$ cat config.mk
export PLATFORM = sky130hd
export DESIGN_NAME = sfifo_stream_writer
export DESIGN_NICKNAME = d
export VERILOG_FILES = /design/src/rtl/sfw_pkg.sv /design/src/rtl/sfw_flag_sync.sv /design/src/rtl/sfw_pattern_gen.sv /design/src/rtl/sfw_pkt_counter.sv /design/src/rtl/sfw_write_ctrl.sv /design/src/rtl/sfifo_stream_writer.sv
export SDC_FILE = /design/constraint.sdc
export NUM_CORES = 1
export LEC_CHECK = 0
export BUFFER_PORTS_ARGS = -buffer_cell sky130_fd_sc_hd__buf_2
export CORE_ASPECT_RATIO = 1.75
export CORE_UTILIZATION = 35
export DETAILED_ROUTE_END_ITERATION = 7
export PLACE_DENSITY = 0.63
export SLEW_MARGIN = 10
export SYNTH_ARGS = -nofsm -noshare
export SYNTH_HDL_FRONTEND = slang
export SYNTH_SLANG_ARGS = --single-unit
$ cat constraint.sdc
create_clock -name clk_i -period 1.9 [get_ports clk_i]
set_clock_uncertainty 0.05 [all_clocks]
set_input_delay 0.19 -clock clk_i [delete_from_list [all_inputs] [get_ports clk_i]]
set_output_delay 0.19 -clock clk_i [all_outputs]
set_load 0.01 [all_outputs]
$ cat src/rtl/sfw_pkg.sv
package sfw_pkg;

   typedef enum logic [1:0] {
      SFW_IDLE   = 2'd0,
      SFW_WRITE  = 2'd1,
      SFW_COMMIT = 2'd2
   } sfw_act_e;

   function automatic int unsigned sfw_cnt_width(input int unsigned depth);
      return (depth < 2) ? 1 : $clog2(depth);
   endfunction

   function automatic bit sfw_is_pow2(input int unsigned val);
      return (val != 0) && ((val & (val - 1)) == 0);
   endfunction

endpackage

$ cat src/rtl/sfw_flag_sync.sv
module sfw_flag_sync #(
   parameter int unsigned STAGES = 1
) (
   input  logic clk_i,
   input  logic rst_ni,
   input  logic full_ni,
   input  logic empty_ni,
   output logic room_o,
   output logic empty_no
);

   initial begin
      if (STAGES < 1 || STAGES > 4)
         $fatal(1, "sfw_flag_sync: STAGES must be 1..4");
   end

   logic [STAGES-1:0] full_sh;
   logic [STAGES-1:0] empty_sh;

   always_ff @(posedge clk_i or negedge rst_ni) begin
      if (!rst_ni) begin
         full_sh  <= '0;
         empty_sh <= '1;
      end else begin
         full_sh[0]  <= full_ni;
         empty_sh[0] <= empty_ni;
      end
   end

   generate
      if (STAGES > 1) begin : g_chain
         always_ff @(posedge clk_i or negedge rst_ni) begin
            if (!rst_ni) begin
               full_sh[STAGES-1:1]  <= '0;
               empty_sh[STAGES-1:1] <= '1;
            end else begin
               full_sh[STAGES-1:1]  <= full_sh[STAGES-2:0];
               empty_sh[STAGES-1:1] <= empty_sh[STAGES-2:0];
            end
         end
      end
   endgenerate

   assign room_o   = full_sh[STAGES-1];
   assign empty_no = empty_sh[STAGES-1];

   // full and empty are never reported together by a sane controller
   p_flags_exclusive_r3: assert property (@(posedge clk_i) disable iff (!rst_ni)
      (room_o || empty_no));

endmodule

$ cat src/rtl/sfw_pattern_gen.sv
module sfw_pattern_gen #(
   parameter int unsigned DATA_W = 16,
   parameter int unsigned PAT_W  = 8
) (
   input  logic              clk_i,
   input  logic              rst_ni,
   input  logic              adv_i,
   output logic [DATA_W-1:0] data_o
);

   initial begin
      if (PAT_W < 1 || PAT_W > DATA_W)
         $fatal(1, "sfw_pattern_gen: PAT_W must be 1..DATA_W");
   end

   logic [PAT_W-1:0]  pat_q;
   logic [DATA_W-1:0] bus_next;
   logic [DATA_W-1:0] data_q;

   generate
      if (DATA_W > PAT_W) begin : g_pad
         assign bus_next = {{(DATA_W-PAT_W){1'b0}}, pat_q};
      end else begin : g_full
         assign bus_next = pat_q;
      end
   endgenerate

   always_ff @(posedge clk_i or negedge rst_ni) begin
      if (!rst_ni) begin
         pat_q  <= '0;
         data_q <= '0;
      end else if (adv_i) begin
         pat_q  <= pat_q + 1'b1;
         data_q <= bus_next;
      end
   end

   assign data_o = data_q;

   // the staged pattern value only moves when a write consumes it
   p_pat_hold_r5: assert property (@(posedge clk_i) disable iff (!rst_ni)
      !$past(adv_i) |-> $stable(pat_q));

endmodule

$ cat src/rtl/sfw_pkt_counter.sv
module sfw_pkt_counter
   import sfw_pkg::*;
#(
   parameter int unsigned PKT_BYTES = 512
) (
   input  logic clk_i,
   input  logic rst_ni,
   input  logic inc_i,
   input  logic clr_i,
   output logic at_zero_o
);

   localparam int unsigned CNT_W = sfw_cnt_width(PKT_BYTES);
   localparam logic [CNT_W-1:0] LAST = CNT_W'(PKT_BYTES - 1);

   initial begin
      if (PKT_BYTES < 2)
         $fatal(1, "sfw_pkt_counter: PKT_BYTES must be at least 2");
   end

   logic [CNT_W-1:0] cnt_q;
   logic [CNT_W-1:0] cnt_inc;

   generate
      if (sfw_is_pow2(PKT_BYTES)) begin : g_natural_wrap
         assign cnt_inc = cnt_q + 1'b1;
      end else begin : g_compare_wrap
         assign cnt_inc = (cnt_q == LAST) ? '0 : cnt_q + 1'b1;
      end
   endgenerate

   always_ff @(posedge clk_i or negedge rst_ni) begin
      if (!rst_ni)
         cnt_q <= '0;
      else if (clr_i)
         cnt_q <= '0;
      else if (inc_i)
         cnt_q <= cnt_inc;
   end

   assign at_zero_o = (cnt_q == '0);

   // the position never leaves the packet
   p_cnt_range_r7: assert property (@(posedge clk_i) disable iff (!rst_ni)
      cnt_q <= LAST);

   // a commit always restarts the packet
   p_clr_zero_r7: assert property (@(posedge clk_i) disable iff (!rst_ni)
      clr_i |=> at_zero_o);

endmodule

$ cat src/rtl/sfw_write_ctrl.sv
module sfw_write_ctrl
   import sfw_pkg::*;
#(
   parameter bit ZLP_EN = 1'b0
) (
   input  logic clk_i,
   input  logic rst_ni,
   input  logic room_i,
   input  logic en_i,
   input  logic req_i,
   input  logic cnt_zero_i,
   output logic adv_o,
   output logic clr_o,
   output logic wr_no,
   output logic pkt_end_no
);

   sfw_act_e act;
   logic     req_q;
   logic     req_edge;
   logic     commit_ok;
   logic     wr_q;
   logic     pe_q;

   assign req_edge = req_i & ~req_q;

   generate
      if (ZLP_EN) begin : g_zlp
         assign commit_ok = req_edge;
      end else begin : g_no_zlp
         assign commit_ok = req_edge & ~cnt_zero_i;
      end
   endgenerate

   always_comb begin
      act = SFW_IDLE;
      if (commit_ok)
         act = SFW_COMMIT;
      else if (room_i && en_i)
         act = SFW_WRITE;
   end

   assign adv_o = (act == SFW_WRITE);
   assign clr_o = (act == SFW_COMMIT);

   always_ff @(posedge clk_i or negedge rst_ni) begin
      if (!rst_ni) begin
         req_q <= 1'b0;
         wr_q  <= 1'b1;
         pe_q  <= 1'b1;
      end else begin
         req_q <= req_i;
         wr_q  <= (act != SFW_WRITE);
         pe_q  <= (act != SFW_COMMIT);
      end
   end

   assign wr_no      = wr_q;
   assign pkt_end_no = pe_q;

   // packet end is a single-cycle pulse
   p_end_single_r6: assert property (@(posedge clk_i) disable iff (!rst_ni)
      !pkt_end_no |=> pkt_end_no);

   // no data strobe in the packet-end cycle
   p_no_overlap_r6: assert property (@(posedge clk_i) disable iff (!rst_ni)
      !(~pkt_end_no && ~wr_no));

   // a held request produces no second pulse
   p_held_req_r6: assert property (@(posedge clk_i) disable iff (!rst_ni)
      ($past(req_i) && req_i) |=> pkt_end_no);

endmodule

$ cat src/rtl/sfifo_stream_writer.sv
module sfifo_stream_writer
   import sfw_pkg::*;
#(
   parameter int unsigned DATA_W      = 16,
   parameter int unsigned PAT_W       = 8,
   parameter int unsigned PKT_BYTES   = 512,
   parameter int unsigned FLAG_STAGES = 1,
   parameter logic [1:0]  EP_ADDR     = 2'b11,
   parameter bit          ZLP_EN      = 1'b0
) (
   input  logic              clk_i,
   input  logic              rst_ni,
   input  logic              full_ni,
   input  logic              empty_ni,
   input  logic              stream_en_i,
   input  logic              short_req_i,
   output logic              ifc_clk_o,
   output logic [1:0]        ep_sel_o,
   output logic              cs_no,
   output logic              oe_no,
   output logic              wr_no,
   output logic              pkt_end_no,
   output logic [DATA_W-1:0] data_o
);

   initial begin
      if (DATA_W < 8)
         $fatal(1, "sfifo_stream_writer: DATA_W must be at least 8");
   end

   logic room;
   logic empty_n;
   logic adv;
   logic clr;
   logic cnt_zero;

   assign ifc_clk_o = clk_i;
   assign ep_sel_o  = EP_ADDR;
   assign cs_no     = 1'b0;
   assign oe_no     = 1'b1;

   sfw_flag_sync #(
      .STAGES (FLAG_STAGES)
   ) u_flags (
      .clk_i    (clk_i),
      .rst_ni   (rst_ni),
      .full_ni  (full_ni),
      .empty_ni (empty_ni),
      .room_o   (room),
      .empty_no (empty_n)
   );

   sfw_write_ctrl #(
      .ZLP_EN (ZLP_EN)
   ) u_ctrl (
      .clk_i      (clk_i),
      .rst_ni     (rst_ni),
      .room_i     (room),
      .en_i       (stream_en_i),
      .req_i      (short_req_i),
      .cnt_zero_i (cnt_zero),
      .adv_o      (adv),
      .clr_o      (clr),
      .wr_no      (wr_no),
      .pkt_end_no (pkt_end_no)
   );

   sfw_pattern_gen #(
      .DATA_W (DATA_W),
      .PAT_W  (PAT_W)
   ) u_pat (
      .clk_i  (clk_i),
      .rst_ni (rst_ni),
      .adv_i  (adv),
      .data_o (data_o)
   );

   sfw_pkt_counter #(
      .PKT_BYTES (PKT_BYTES)
   ) u_cnt (
      .clk_i     (clk_i),
      .rst_ni    (rst_ni),
      .inc_i     (adv),
      .clr_i     (clr),
      .at_zero_o (cnt_zero)
   );

   // every strobe follows a registered not-full reading
   p_write_gated_r3: assert property (@(posedge clk_i) disable iff (!rst_ni)
      !wr_no |-> $past(room));

   // back-to-back writes carry consecutive pattern values
   p_pattern_step_r5: assert property (@(posedge clk_i) disable iff (!rst_ni)
      ($past(!wr_no) && !wr_no) |-> (data_o[PAT_W-1:0] == $past(data_o[PAT_W-1:0]) + 1'b1));

   // the bus holds between writes
   p_data_hold_r5: assert property (@(posedge clk_i) disable iff (!rst_ni)
      wr_no |-> $stable(data_o));

   // the bits above the pattern stay zero
   p_upper_zero_r4: assert property (@(posedge clk_i) disable iff (!rst_ni)
      (data_o >> PAT_W) == '0);

   // without zero-length packets, a pulse needs a partly filled packet
   p_commit_nonzero_r8: assert property (@(posedge clk_i) disable iff (!rst_ni)
      (!pkt_end_no && !ZLP_EN) |-> $past(!cnt_zero));

   // the FIFO output driver stays off
   p_static_pins_r1: assert property (@(posedge clk_i) disable iff (!rst_ni)
      (oe_no && !cs_no && ep_sel_o == EP_ADDR && empty_n | !empty_n));

endmodule

Word level (Yosys, flattened, before mapping)
Index checks and enable logic that the tools add are counted.
{"block": "op_classes", "mul": 0, "n_eq_ne": 4, "n_shift": 0, "div_mod_pow": 0, "muxes": 4, "bitwise": 4, "order_cmp": 0, "n_addsub": 2, "n_reduce_logical": 3}
{"cell": "9-bit two-way mux", "n": 2}
{"cell": "9-bit by 1-bit adder with 9-bit output, second input constant", "n": 1}
{"cell": "9-bit logical NOT", "n": 1}
{"cell": "8-bit by 1-bit adder with 8-bit output, second input constant", "n": 1}
{"cell": "1-bit bitwise AND", "n": 2}
{"cell": "2-bit by 1-bit == test with 1-bit output, second input constant", "n": 1}
{"cell": "2-bit == test, second input constant", "n": 1}
{"cell": "2-bit two-way mux", "n": 1}
{"cell": "2-bit by 1-bit != test with 1-bit output, second input constant", "n": 1}
{"cell": "2-bit != test, second input constant", "n": 1}
{"cell": "1-bit NOT", "n": 2}
{"cell": "2-bit nonzero test", "n": 1}
{"cell": "1-bit logical AND", "n": 1}
{"cell": "1-bit two-way mux", "n": 1}
{"block": "word_totals", "input_bits": 6, "register_bits": 29, "n_memories": 0, "romBits": 0, "output_inout_bits": 23, "latchBits": 0, "mem_bits_rw": 0}

Depth between registers and ports, before layout
{"block": "logic_depth", "word_depth": 7, "mapped_depth": 7, "ltp_nobuf": 7}

Cells and area by module
A second synthesis with hierarchy kept.
{"block": "hier_totals", "cells_unflattened": 117, "hier_area_um2": 1381.3}
{"module": "sfw_pattern_gen", "cells_each": 52, "n_inst": 1, "seq_area_each_um2": 400.4, "area_each_um2": 694.4}
{"module": "sfw_pkt_counter", "cells_each": 49, "n_inst": 1, "seq_area_each_um2": 225.2, "area_each_um2": 486.7}
{"module": "sfw_write_ctrl", "cells_each": 7, "n_inst": 1, "seq_area_each_um2": 77.6, "area_each_um2": 103.8}
{"module": "sfw_flag_sync", "cells_each": 2, "n_inst": 1, "seq_area_each_um2": 51.3, "area_each_um2": 51.3}
{"module": "sfifo_stream_writer", "cells_each": 7, "n_inst": 1, "seq_area_each_um2": 0.0, "area_each_um2": 45.0}

==> results.ini <==
[clock_tree]
clock_latency_ns = 0.38
cts_tree = yes
path_clk_slew_ns = 0.06

[floorplan]
start_util_pct = 36.7
die_x_um = 50.1
core_area_um2 = 3870
num_io_pins = 29
die_area_um2 = 4320
die_height_um = 86.2
num_rows = 30

[placement]
dp_hpwl_um = 1900
gp_congestion = 0.754
port_buffers = 15
pre_cts_ws_ns = 0.0651
place_area_um2 = 1520

[power]
finalPower_mw = 2.21
internal-power_mw = 1.54
power_density_nw_per_um2 = 1290
p_comb_share_pct = 28.1
irDropWorstVdd_uv = 679
swShare_pct = 30.3
power_switching_mw = 0.669
power.share.sequential_pct = 40.7
clkPwrFrac_pct = 31.1
leakage_nw = 0.850

[hold_path]
min_to = u_cnt.cnt_q[1]
min-delay-start = stream_en_i
min_path_cells = 4
hold_class = input pin to register

[route]
antenna_left = 0
via_per_inst = 4.58
routed-via-count = 903
route.detailed.wl_per_inst_um = 13.8
routed_wl_um = 2730
drtIter0Drc = 4
drc = 0
dr.pass1.iters = 3

[cells_and_area]
post-route-util_pct = 44.3
design_area_um2 = 1710
drive_above_1_share_pct = 34.2
fin_nets = 158
final_common_cell = dfrtp_1
syn_to_final_growth_pct = 20.9
diodes = 0
final_cell_mix = dfrtp_1 (27), buf_2 (15), xor2_1 (13)

[logic_synthesis]
ys_seq_elements = 29
async_reset_ff_share_pct = 100
yosys.area_share.xor_xnor_pct = 9.27
synthSimpleGateAreaFrac_pct = 15.4
synth-main-ff-cell = dfrtp_1
syn_inst = 119
synthAdderAreaFrac_pct = 2.65
yosys.area.top_type_share_pct = 47.7
yosys_warnings = 0
yosys-top-cells-area = dfrtp_1 (48%), mux2_4 (8.5%), xor2_1 (8.0%)
synth_top_family_by_area = simple AND/OR/NAND/NOR gates
ys_types = 27
yosys-mux-area-fraction_pct = 9.27
synth.largest_area_cell = dfrtp_1
synth-edff-count = 0
syn_area_um2 = 1420
synth_compound_area_share_pct = 1.77
synth.avg_cell_area_um2 = 11.9
seq_area_frac_synth_pct = 51.4

[job]
maxCapViolations = 0

[critical_path]
required_ns = 2.11
ff2ff_setup_slack_ns = 0.08
timing.rr.start = u_cnt.cnt_q[1]
crit_type = register to register
arrival_ns = 2.03
reg2regPathDepth = 7
cp_max_fo = 6
cp-start-kind = register
cp-end-kind = register
rr_endpoint = u_pat.data_o[6]

[global_routing]
grt_pass1_vias = 977
grt_overflow = 0
grt_pass1_wl_um = 4550
grt_use_total_pct = 15.2
grt_max_degree = 30
antenna_found_initial = 0

[timing]
hold_viol = 0
rsz0062_at_grt = true
holdWs_ns = 0.266
fin_crit_sh_pct = 95.8
period_minus_slack_ns = 1.82
tightest_slew_ns = 0.643
fmax_ghz = 0.550
fin_ws_ns = 0.0806
slew_violations = 0
setup_violations = 0
relSlewSlack_pct = 57.1

[outcome]
status = complete, no violations

-- registers in the layout (all words and copies together), names as in the netlist --
| signal | cells |
|---|---|
| u_cnt.cnt_q | 9 |
| u_pat.data_o | 8 |
| u_pat.pat_q | 8 |
| u_ctrl.pkt_end_no | 1 |
| u_ctrl.req_q | 1 |
| u_ctrl.wr_no | 1 |
| u_flags.room_o | 1 |
-- power by group through the flow --
stage	registers [mW]	clock network, mW	logic [mW]
after floorplan	0.929	0.0434	0.358
after global placement	0.900	0.0318	0.564
after detailed placement	0.910	0.0318	0.584
after CTS	0.902	0.715	0.592
after global routing	0.922	0.744	0.685
final	0.900	0.688	0.622
-- worst max path at each step --
| stage | start | end |
|---|---|---|
| 6_report | u_cnt.cnt_q[1] | u_pat.data_o[6] |
| 5_1_grt | u_cnt.cnt_q[1] | u_pat.data_o[0] |
| 4_1_cts | u_cnt.cnt_q[1] | u_pat.data_o[6] |
| 3_5_place_dp | u_cnt.cnt_q[0] | u_pat.data_o[6] |
| 3_3_place_gp | u_cnt.cnt_q[0] | u_pat.data_o[4] |
| 2_1_floorplan | u_cnt.cnt_q[0] | u_pat.data_o[1] |
-- worst max-delay path, stage by stage (launching register included) --
cell      delay [ns]
dfrtp_1         0.38
inv_1           0.06
ha_2            0.18
nor4b_4         0.25
a211oi_4        0.13
nor2_2          0.18
buf_6           0.17
mux2_4          0.30
-- Yosys cell counts, drive strengths merged, types with 2 or more instances --
| cell type | count |
|---|---|
| nor4 | 4 |
| mux2 | 9 |
| ha | 3 |
| buf | 15 |
| nand2 | 9 |
| nand3 | 4 |
| xnor2 | 2 |
| dfrtp | 27 |
| nor2 | 9 |
| xor2 | 13 |
| nand4 | 4 |
| conb | 2 |
| nor3 | 3 |
| inv | 5 |
| dfstp | 2 |
| and3 | 2 |
-- stage by stage --
| step | cells | setup TNS (ns) |
|---|---|---|
| global route | 197 | -0.128 |
| finish | 197 | 0 |
| detailed placement | 183 | 0 |
| CTS | 196 | 0 |
| global placement | 183 | 0 |
| floorplan | 129 | 0 |
-- layout make-up --
cell class,count,area [um^2]
multi-input combinational,79,603
sequential,29,728
fill,348,2150
tap,48,60.1
inverter,5,18.8
clock buffer,11,133
timing repair buffer,25,171
-- layer usage --
layer	GRT usage, %	wire, um	up-vias
met5	0	0	-
met1	13.6	959	451
met3	5.61	92	8
met2	25.1	1550	18
li1	-	-	426
met4	15.1	121	0
-- what timing repair did --
action / in CTS / in global routing
buffers inserted: 0 / 1
gates resized for setup: 0 / 6
setup endpoints to repair: 0 / 12
hold buffers: 3 / 0
endpoints found under the hold margin: 29 / 0
-- cells by family after synthesis --
logic type	Yosys count
and+or+nand+nor	38
DFF	29
buffers and inverters	21
xor gates and xnor gates	15
muxes	9
adders and majority gates	3
other	2
AOI/OAI and AO/OA	2
Power figures use the tool's default switching activity.
